$ cat src/rtl/pfq_pkg.sv
// Package: shared constants and types of the prefetch queue unit.
// Assumes a byte-addressed memory returning one 16-bit word per fetch.
package pfq_pkg;
    localparam int BYTE_W = 8;
    localparam int WORD_W = 16;

    typedef enum logic {
        FS_IDLE = 1'b0,
        FS_WAIT = 1'b1
    } fetch_state_e;
endpackage

$ cat src/rtl/pfq_addr_gen.sv
// Module: pfq_addr_gen
// Forms the physical fetch address from a segment value and an offset.
// Assumes SEG_W + SHIFT <= PA_W; the sum is truncated to PA_W bits.
module pfq_addr_gen #(
    parameter int SEG_W = 16,
    parameter int OFS_W = 16,
    parameter int SHIFT = 4,
    parameter int PA_W  = 20
) (
    input  logic [SEG_W-1:0] seg,
    input  logic [OFS_W-1:0] ofs,
    output logic [PA_W-1:0]  pa
);
    // Shifted segment base plus zero-extended offset, modulo 2^PA_W
    assign pa = PA_W'({seg, {SHIFT{1'b0}}}) + PA_W'(ofs);
endmodule

$ cat src/rtl/pfq_byte_fifo.sv
// Module: pfq_byte_fifo
// Circular byte store that accepts one or two bytes per cycle and releases one.
// Assumes the writer never pushes more than the free space (the fetch
// controller guarantees it). Clear has priority over any push or pop.
module pfq_byte_fifo #(
    parameter int DEPTH  = 6,
    parameter int DATA_W = 8,
    localparam int PTR_W = $clog2(DEPTH),
    localparam int CNT_W = $clog2(DEPTH + 1)
) (
    input  logic              clk,
    input  logic              rst_n,
    input  logic              clear,
    input  logic              wr_en,
    input  logic              wr_two,
    input  logic [DATA_W-1:0] wr_lo,
    input  logic [DATA_W-1:0] wr_hi,
    input  logic              rd_en,
    output logic [DATA_W-1:0] rd_data,
    output logic [CNT_W-1:0]  count
);
    logic [DATA_W-1:0] slot_q [DEPTH];
    logic [PTR_W-1:0]  rd_ptr_q;
    logic [PTR_W-1:0]  wr_ptr_q;
    logic [PTR_W-1:0]  wr_ptr_p1;
    logic [CNT_W-1:0]  count_q;
    logic [CNT_W-1:0]  count_nx;

    function automatic logic [PTR_W-1:0] ptr_step(input logic [PTR_W-1:0] p,
                                                  input int unsigned n);
        int unsigned s;
        s = 32'(p) + n;
        if (s >= DEPTH) s = s - DEPTH;
        return PTR_W'(s);
    endfunction

    assign wr_ptr_p1 = ptr_step(wr_ptr_q, 1);

    // Occupancy after this cycle's push and pop
    always_comb begin
        int c;
        c = int'(count_q);
        if (wr_en)  c = c + (wr_two ? 2 : 1);
        if (rd_en)  c = c - 1;
        count_nx = CNT_W'(c);
    end

    // Byte storage: first byte at the write pointer, second one slot later
    always_ff @(posedge clk) begin
        for (int i = 0; i < DEPTH; i++) begin
            if (wr_en && !clear && wr_ptr_q == PTR_W'(i))
                slot_q[i] <= wr_lo;
            else if (wr_en && !clear && wr_two && wr_ptr_p1 == PTR_W'(i))
                slot_q[i] <= wr_hi;
        end
    end

    // Pointers and occupancy
    always_ff @(posedge clk) begin
        if (!rst_n || clear) begin
            rd_ptr_q <= '0;
            wr_ptr_q <= '0;
            count_q  <= '0;
        end else begin
            if (rd_en) rd_ptr_q <= ptr_step(rd_ptr_q, 1);
            if (wr_en) wr_ptr_q <= ptr_step(wr_ptr_q, wr_two ? 2 : 1);
            count_q <= count_nx;
        end
    end

    assign rd_data = slot_q[rd_ptr_q];
    assign count   = count_q;
endmodule

$ cat src/rtl/pfq_fetch_ctrl.sv
// Module: pfq_fetch_ctrl
// Holds segment and offset, issues one word fetch at a time when the
// queue has room for two bytes, and steers the returned bytes into the queue.
// Assumes mem_ack comes only while mem_req is high. A flush during a fetch
// lets the bus cycle finish but marks its data to be discarded.
module pfq_fetch_ctrl
    import pfq_pkg::*;
#(
    parameter int SEG_W   = 16,
    parameter int OFS_W   = 16,
    parameter int PA_W    = 20,
    parameter int DEPTH   = 6,
    parameter int CNT_W   = 3,
    parameter logic [SEG_W-1:0] RST_SEG = '0,
    parameter logic [OFS_W-1:0] RST_OFS = '0
) (
    input  logic              clk,
    input  logic              rst_n,
    input  logic              flush,
    input  logic [SEG_W-1:0]  flush_seg,
    input  logic [OFS_W-1:0]  flush_ofs,
    input  logic [CNT_W-1:0]  q_count,
    input  logic [PA_W-1:0]   pa_in,
    output logic [SEG_W-1:0]  seg_out,
    output logic [OFS_W-1:0]  ofs_out,
    output logic              mem_req,
    output logic [PA_W-1:0]   mem_addr,
    input  logic              mem_ack,
    input  logic [WORD_W-1:0] mem_rdata,
    output logic              wr_en,
    output logic              wr_two,
    output logic [BYTE_W-1:0] wr_lo,
    output logic [BYTE_W-1:0] wr_hi
);
    fetch_state_e     state_q;
    logic [SEG_W-1:0] seg_q;
    logic [OFS_W-1:0] ofs_q;
    logic [PA_W-1:0]  addr_q;
    logic             odd_q;
    logic             drop_q;
    logic             issue;
    logic             accept;

    // Start a fetch when idle, not redirecting, and two slots are free
    assign issue  = (state_q == FS_IDLE) && !flush && (q_count <= CNT_W'(DEPTH - 2));
    // Keep returned data only if no flush came since the fetch was issued
    assign accept = (state_q == FS_WAIT) && mem_ack && !drop_q && !flush;

    // Fetch sequencing, address latch and discard marking
    always_ff @(posedge clk) begin
        if (!rst_n) begin
            state_q <= FS_IDLE;
            addr_q  <= '0;
            odd_q   <= 1'b0;
            drop_q  <= 1'b0;
        end else begin
            unique case (state_q)
                FS_IDLE: begin
                    if (issue) begin
                        state_q <= FS_WAIT;
                        addr_q  <= pa_in;
                        odd_q   <= ofs_q[0];
                        drop_q  <= 1'b0;
                    end
                end
                FS_WAIT: begin
                    if (mem_ack) begin
                        state_q <= FS_IDLE;
                        drop_q  <= 1'b0;
                    end else if (flush) begin
                        drop_q  <= 1'b1;
                    end
                end
                default: state_q <= FS_IDLE;
            endcase
        end
    end

    // Segment and offset: redirect wins, else advance by the bytes kept
    always_ff @(posedge clk) begin
        if (!rst_n) begin
            seg_q <= RST_SEG;
            ofs_q <= RST_OFS;
        end else if (flush) begin
            seg_q <= flush_seg;
            ofs_q <= flush_ofs;
        end else if (accept) begin
            ofs_q <= ofs_q + (odd_q ? OFS_W'(1) : OFS_W'(2));
        end
    end

    assign seg_out  = seg_q;
    assign ofs_out  = ofs_q;
    assign mem_req  = (state_q == FS_WAIT);
    assign mem_addr = addr_q;
    assign wr_en    = accept;
    assign wr_two   = !odd_q;
    assign wr_lo    = odd_q ? mem_rdata[WORD_W-1:BYTE_W] : mem_rdata[BYTE_W-1:0];
    assign wr_hi    = mem_rdata[WORD_W-1:BYTE_W];
endmodule

$ cat src/rtl/pfq_unit.sv
// Module: pfq_unit (top)
// Instruction prefetch queue: segment-relative word fetching into a
// six-byte queue with a one-byte-per-cycle valid/ready output and flush.
// Assumes a flush is a single-cycle pulse; no byte is handed out in that cycle.
module pfq_unit
    import pfq_pkg::*;
#(
    parameter int SEG_W     = 16,
    parameter int OFS_W     = 16,
    parameter int SEG_SHIFT = 4,
    parameter int PA_W      = 20,
    parameter int DEPTH     = 6,
    parameter logic [SEG_W-1:0] RST_SEG = '0,
    parameter logic [OFS_W-1:0] RST_OFS = '0
) (
    input  logic              clk,
    input  logic              rst_n,
    input  logic              flush,
    input  logic [SEG_W-1:0]  flush_seg,
    input  logic [OFS_W-1:0]  flush_ofs,
    output logic              mem_req,
    output logic [PA_W-1:0]   mem_addr,
    input  logic              mem_ack,
    input  logic [WORD_W-1:0] mem_rdata,
    output logic              byte_valid,
    output logic [BYTE_W-1:0] byte_data,
    input  logic              byte_ready
);
    localparam int CNT_W = $clog2(DEPTH + 1);

    logic [CNT_W-1:0]  q_count;
    logic [SEG_W-1:0]  cur_seg;
    logic [OFS_W-1:0]  cur_ofs;
    logic [PA_W-1:0]   cur_pa;
    logic              wr_en;
    logic              wr_two;
    logic [BYTE_W-1:0] wr_lo;
    logic [BYTE_W-1:0] wr_hi;
    logic              pop;

    // Output handshake: present while non-empty and not redirecting
    assign byte_valid = (q_count != '0) && !flush;
    assign pop        = byte_valid && byte_ready;

    pfq_addr_gen #(
        .SEG_W(SEG_W), .OFS_W(OFS_W), .SHIFT(SEG_SHIFT), .PA_W(PA_W)
    ) u_agen (
        .seg(cur_seg), .ofs(cur_ofs), .pa(cur_pa)
    );

    pfq_fetch_ctrl #(
        .SEG_W(SEG_W), .OFS_W(OFS_W), .PA_W(PA_W), .DEPTH(DEPTH),
        .CNT_W(CNT_W), .RST_SEG(RST_SEG), .RST_OFS(RST_OFS)
    ) u_ctrl (
        .clk(clk), .rst_n(rst_n), .flush(flush),
        .flush_seg(flush_seg), .flush_ofs(flush_ofs),
        .q_count(q_count), .pa_in(cur_pa),
        .seg_out(cur_seg), .ofs_out(cur_ofs),
        .mem_req(mem_req), .mem_addr(mem_addr),
        .mem_ack(mem_ack), .mem_rdata(mem_rdata),
        .wr_en(wr_en), .wr_two(wr_two), .wr_lo(wr_lo), .wr_hi(wr_hi)
    );

    pfq_byte_fifo #(
        .DEPTH(DEPTH), .DATA_W(BYTE_W)
    ) u_fifo (
        .clk(clk), .rst_n(rst_n), .clear(flush),
        .wr_en(wr_en), .wr_two(wr_two), .wr_lo(wr_lo), .wr_hi(wr_hi),
        .rd_en(pop), .rd_data(byte_data), .count(q_count)
    );
endmodule

$ cat config.mk
export PLATFORM = sky130hd
export DESIGN_NAME = pfq_unit
export DESIGN_NICKNAME = d
export VERILOG_FILES = /design/src/rtl/pfq_pkg.sv /design/src/rtl/pfq_addr_gen.sv /design/src/rtl/pfq_byte_fifo.sv /design/src/rtl/pfq_fetch_ctrl.sv /design/src/rtl/pfq_unit.sv
export SDC_FILE = /design/constraint.sdc
export NUM_CORES = 1
export LEC_CHECK = 0
export ABC_CLOCK_PERIOD_IN_PS = 4500
export BUFFER_PORTS_ARGS = -buffer_cell sky130_fd_sc_hd__buf_2
export CAP_MARGIN = 20
export CORE_AREA = 2 2 103 105
export DETAILED_ROUTE_END_ITERATION = 16
export DIE_AREA = 0 0 105 107
export PLACE_DENSITY = 0.95
export SYNTH_ARGS = -nofsm -noshare
export SYNTH_HDL_FRONTEND = slang
export SYNTH_SLANG_ARGS = --single-unit
export TNS_END_PERCENT = 50
$ cat constraint.sdc
create_clock -name clk -period 4.5 [get_ports clk]
set_clock_uncertainty 0.05 [all_clocks]
set_input_delay 0.9 -clock clk [delete_from_list [all_inputs] [get_ports clk]]
set_output_delay 0.9 -clock clk [all_outputs]
set_load 0.01 [all_outputs]
==> flow_metrics.py <==
metrics = {
    "floorplan": {
        "die-area_mm2": 0.0112,
        "rows": 37,
        "ioPinCount": 83,
        "die_y_um": 107,
        "core_area_mm2": 0.0101,
        "die_w_um": 105,
        "initial_utilization": 0.617,
    },
    "power_and_ir_drop": {
        "pwr_density_cell_mw_per_mm2": 382,
        "ir_worst_vdd_mv": 0.281,
        "p_leak_uw": 0.00296,
    },
    "yosys": {
        "syn_area_mm2": 0.00623,
        "synth_compound_area_frac": 0.114,
        "synth_edf_count": 48,
        "synth_cell_types": 64,
        "synthSimpleGateAreaFrac": 0.137,
        "synthesis.instances": 590,
        "synth_seq_cells": 114,
        "synth_ff_type": "dfxtp_1",
        "synthXorXnorAreaFrac": 0.0422,
        "mappedNetlistNets": 672,
        "ys_warn_count": 0,
        "avgSynthCellArea_um2": 10.6,
        "synth_top_family_by_area": "multiplexers",
        "ys_seq_area_frac": 0.444,
        "ys_async_sr_fraction": 0,
        "synthAdderAreaFrac": 0.0631,
        "muxShareOfSynthArea": 0.172,
    },
    "cells_and_area": {
        "drive_gt1_frac": 0.278,
        "fillers": 696,
        "final_nets": 750,
        "diodes": 0,
        "final_area_mm2": 0.00732,
        "instances_no_fill": 817,
        "syn2layout_area_growth_pct": 17.5,
        "final_cell_mix": "buf_2 (82), nor2_1 (73), dfxtp_1 (66), a21oi_1 (50), mux2_2 (49)",
        "layout_commonest_cell": "buf_2",
    },
    "drt": {
        "first_iter_violations": 292,
        "num_vias": 4972,
        "vias_per_cell": 6.09,
        "drc_errors": 0,
        "dr.pass1.iters": 5,
        "ant_nets": 0,
        "wl_per_cell_um": 18.8,
        "drt_wl_total_um": 15400,
    },
    "sta": {
        "hold_viol": 0,
        "setup_slack_ns": 1.20,
        "period_minus_slack_ns": 3.30,
        "rsz0062_at_grt": "false",
        "worst_slew_pin_slew_ns": 1.05,
        "slew_violations": 0,
        "max_freq_mhz": 303,
        "finalCritPeriodShare": 0.732,
        "max-slew-margin-rel": 0.297,
        "tns_ns": 0,
        "finalSetupViolCount": 0,
    },
    "clock_tree": {
        "cts_root_buf": "clkbuf_8",
        "post_cts_buffers": 0,
        "cts_buffer_depth": 2,
        "path_clk_slew_ns": 0.06,
        "cts_tree": "done",
        "clk_latency_ns": 0.52,
        "ctsHoldBuffers": 0,
        "ctsResizeCount": 0,
        "cts_made_buffers": 17,
        "h-tree-depth": 4,
        "numClockSinks": 114,
    },
    "worst_setup_path": {
        "worst_path_dominant_cell_family": "flip-flops",
        "critPathMaxFanout": 9,
        "crit_slowest_cell": "dfxtp_1",
        "worstReg2RegStart": "u_fifo.wr_ptr_q[0]",
        "r2r_cells": 7,
        "worstPathArrival_ns": 2.35,
        "cp.required_ns": 3.55,
        "slowest_delay_ns": 0.69,
        "cp_num_buf_inv": 2,
        "startpoint_type": "flip-flop",
        "critPathKind": "flip-flop to primary output",
        "reg2reg_to": "u_fifo.slot_q[4][6]",
        "r2r_slack_ns": 1.29,
        "path_cells": "buf_8, mux4_2, nor2_1, a21oi_1, buf_2",
        "endpoint_kind": "primary output",
    },
    "flow_run": {
        "cap_violations": 0,
    },
    "worst_hold_path": {
        "hold-path-cell-count": 2,
        "hp-class": "flip-flop to flip-flop",
        "hold_path.startpoint": "u_ctrl.mem_addr[1]",
        "holdPathEnd": "u_ctrl.mem_addr[1]",
    },
    "global_routing": {
        "antenna_found_initial": 0,
        "grt_pass1_wl_um": 24800,
        "grt_pass1_vias": 5066,
        "grt_max_degree": 33,
        "grt_usage": 0.283,
        "grt_overflow": 0,
    },
    "placed_design": {
        "preCtsSetupSlack_ns": 1.07,
        "numPortBuffers": 82,
        "globalplace.congestion": 0.910,
        "dp.cells": 784,
        "dpl.hpwl_um": 10500,
        "placed_cell_area_mm2": 0.00670,
    },
    "status": {
        "status": "finished clean",
    },
}
registers in the layout (all words and copies together), names as in the netlist, named ones only:
register / count
u_ctrl.drop_q: 1
u_fifo.slot_q: 48
u_ctrl.ofs_out: 16
u_ctrl.mem_addr: 20
u_ctrl.mem_req: 1
u_fifo.rd_ptr_q: 3
u_fifo.count: 3
u_ctrl.seg_out: 16
u_fifo.wr_ptr_q: 3
worst max path at each step:
stage	slack [ns]	start	end	depth (start not counted)
3_3_place_gp	1.17	flush	u_fifo.slot_q[5][7]	6
3_5_place_dp	1.07	flush	u_fifo.slot_q[5][3]	6
6_report	1.20	flip-flop	byte_data[4]	5
5_1_grt	1.09	u_fifo.wr_ptr_q[0]	u_fifo.slot_q[0][5]	7
2_1_floorplan	2.05	u_fifo.wr_ptr_q[0]	u_fifo.slot_q[0][0]	8
4_1_cts	0.97	flip-flop	byte_data[4]	4
final cells by class:
| class | count | area, µm² | area share |
|---|---|---|---|
| clock buffers | 17 | 414 | 0.0566 |
| multi-input cells | 436 | 3290 | 0.449 |
| clock inverters | 15 | 189 | 0.0258 |
| repair buffers | 85 | 440 | 0.0602 |
| well taps | 136 | 170 | 0.0233 |
| inverters | 14 | 52.6 | 0.00718 |
| flip-flops and latches | 114 | 2760 | 0.378 |
worst reg2reg max path, stage by stage (launching register included):
cell and delay [ns]:
dfxtp_1 0.72, inv_1 0.18, ha_1 0.40, inv_1 0.10
nand2_1 0.08, o32ai_2 0.38, nand2_1 0.11, a21oi_1 0.81
through the flow:
stage	hold WS, ns	power [µW]	util
final	0.415	2790	0.725
after global routing	0.435	2870	0.725
after CTS	0.415	2790	0.724
after detailed placement	0.407	1420	0.664
after global placement	0.397	1410	0.664
after floorplan	0.399	1330	-
metal layers:
metal	global-route usage	wire length, µm	vias to the layer above
li1	-	-	2294
met1	0.309	5690	2386
met2	0.520	8120	241
met3	0.0657	1090	51
met4	0.129	484	0
met5	0	0	-
cells by family (layout without fill, tap and decap cells):
kind of cell,count (synthesis),in the layout
AO/OA/AOI/OAI,108,108
XOR/XNOR,30,30
adder cells (fa/ha/maj),29,29
buffers and inverters,40,131
flip-flops,114,114
multiplexers,91,91
AND/OR/NAND/NOR,178,178
report_power, final:
group	switching [µW]	leakage, µW	internal [µW]
logic	150	0.00169	118
registers	30.2	0.000974	1110
clock network	486	0.000295	894
total	666	0.00296	2130
synth_stat cells, drive strengths merged, types with 5 or more instances:
cell type | number | area, µm²
nor2b | 5 | 31.3
buf | 10 | 62.6
o21ai | 23 | 138
inv | 12 | 45.0
mux2 | 49 | 552
clkbuf | 16 | 60.1
dfxtp | 66 | 1320
a21oi | 51 | 259
nor3 | 7 | 35.0
nand2 | 49 | 191
a211oi | 12 | 90.1
xor2 | 14 | 123
mux4 | 8 | 180
edfxtp | 48 | 1440
nand3 | 16 | 85.1
xnor2 | 16 | 140
ha | 25 | 313
nor2 | 76 | 307
mux2i | 34 | 340
(Power assumes the default switching activity.)
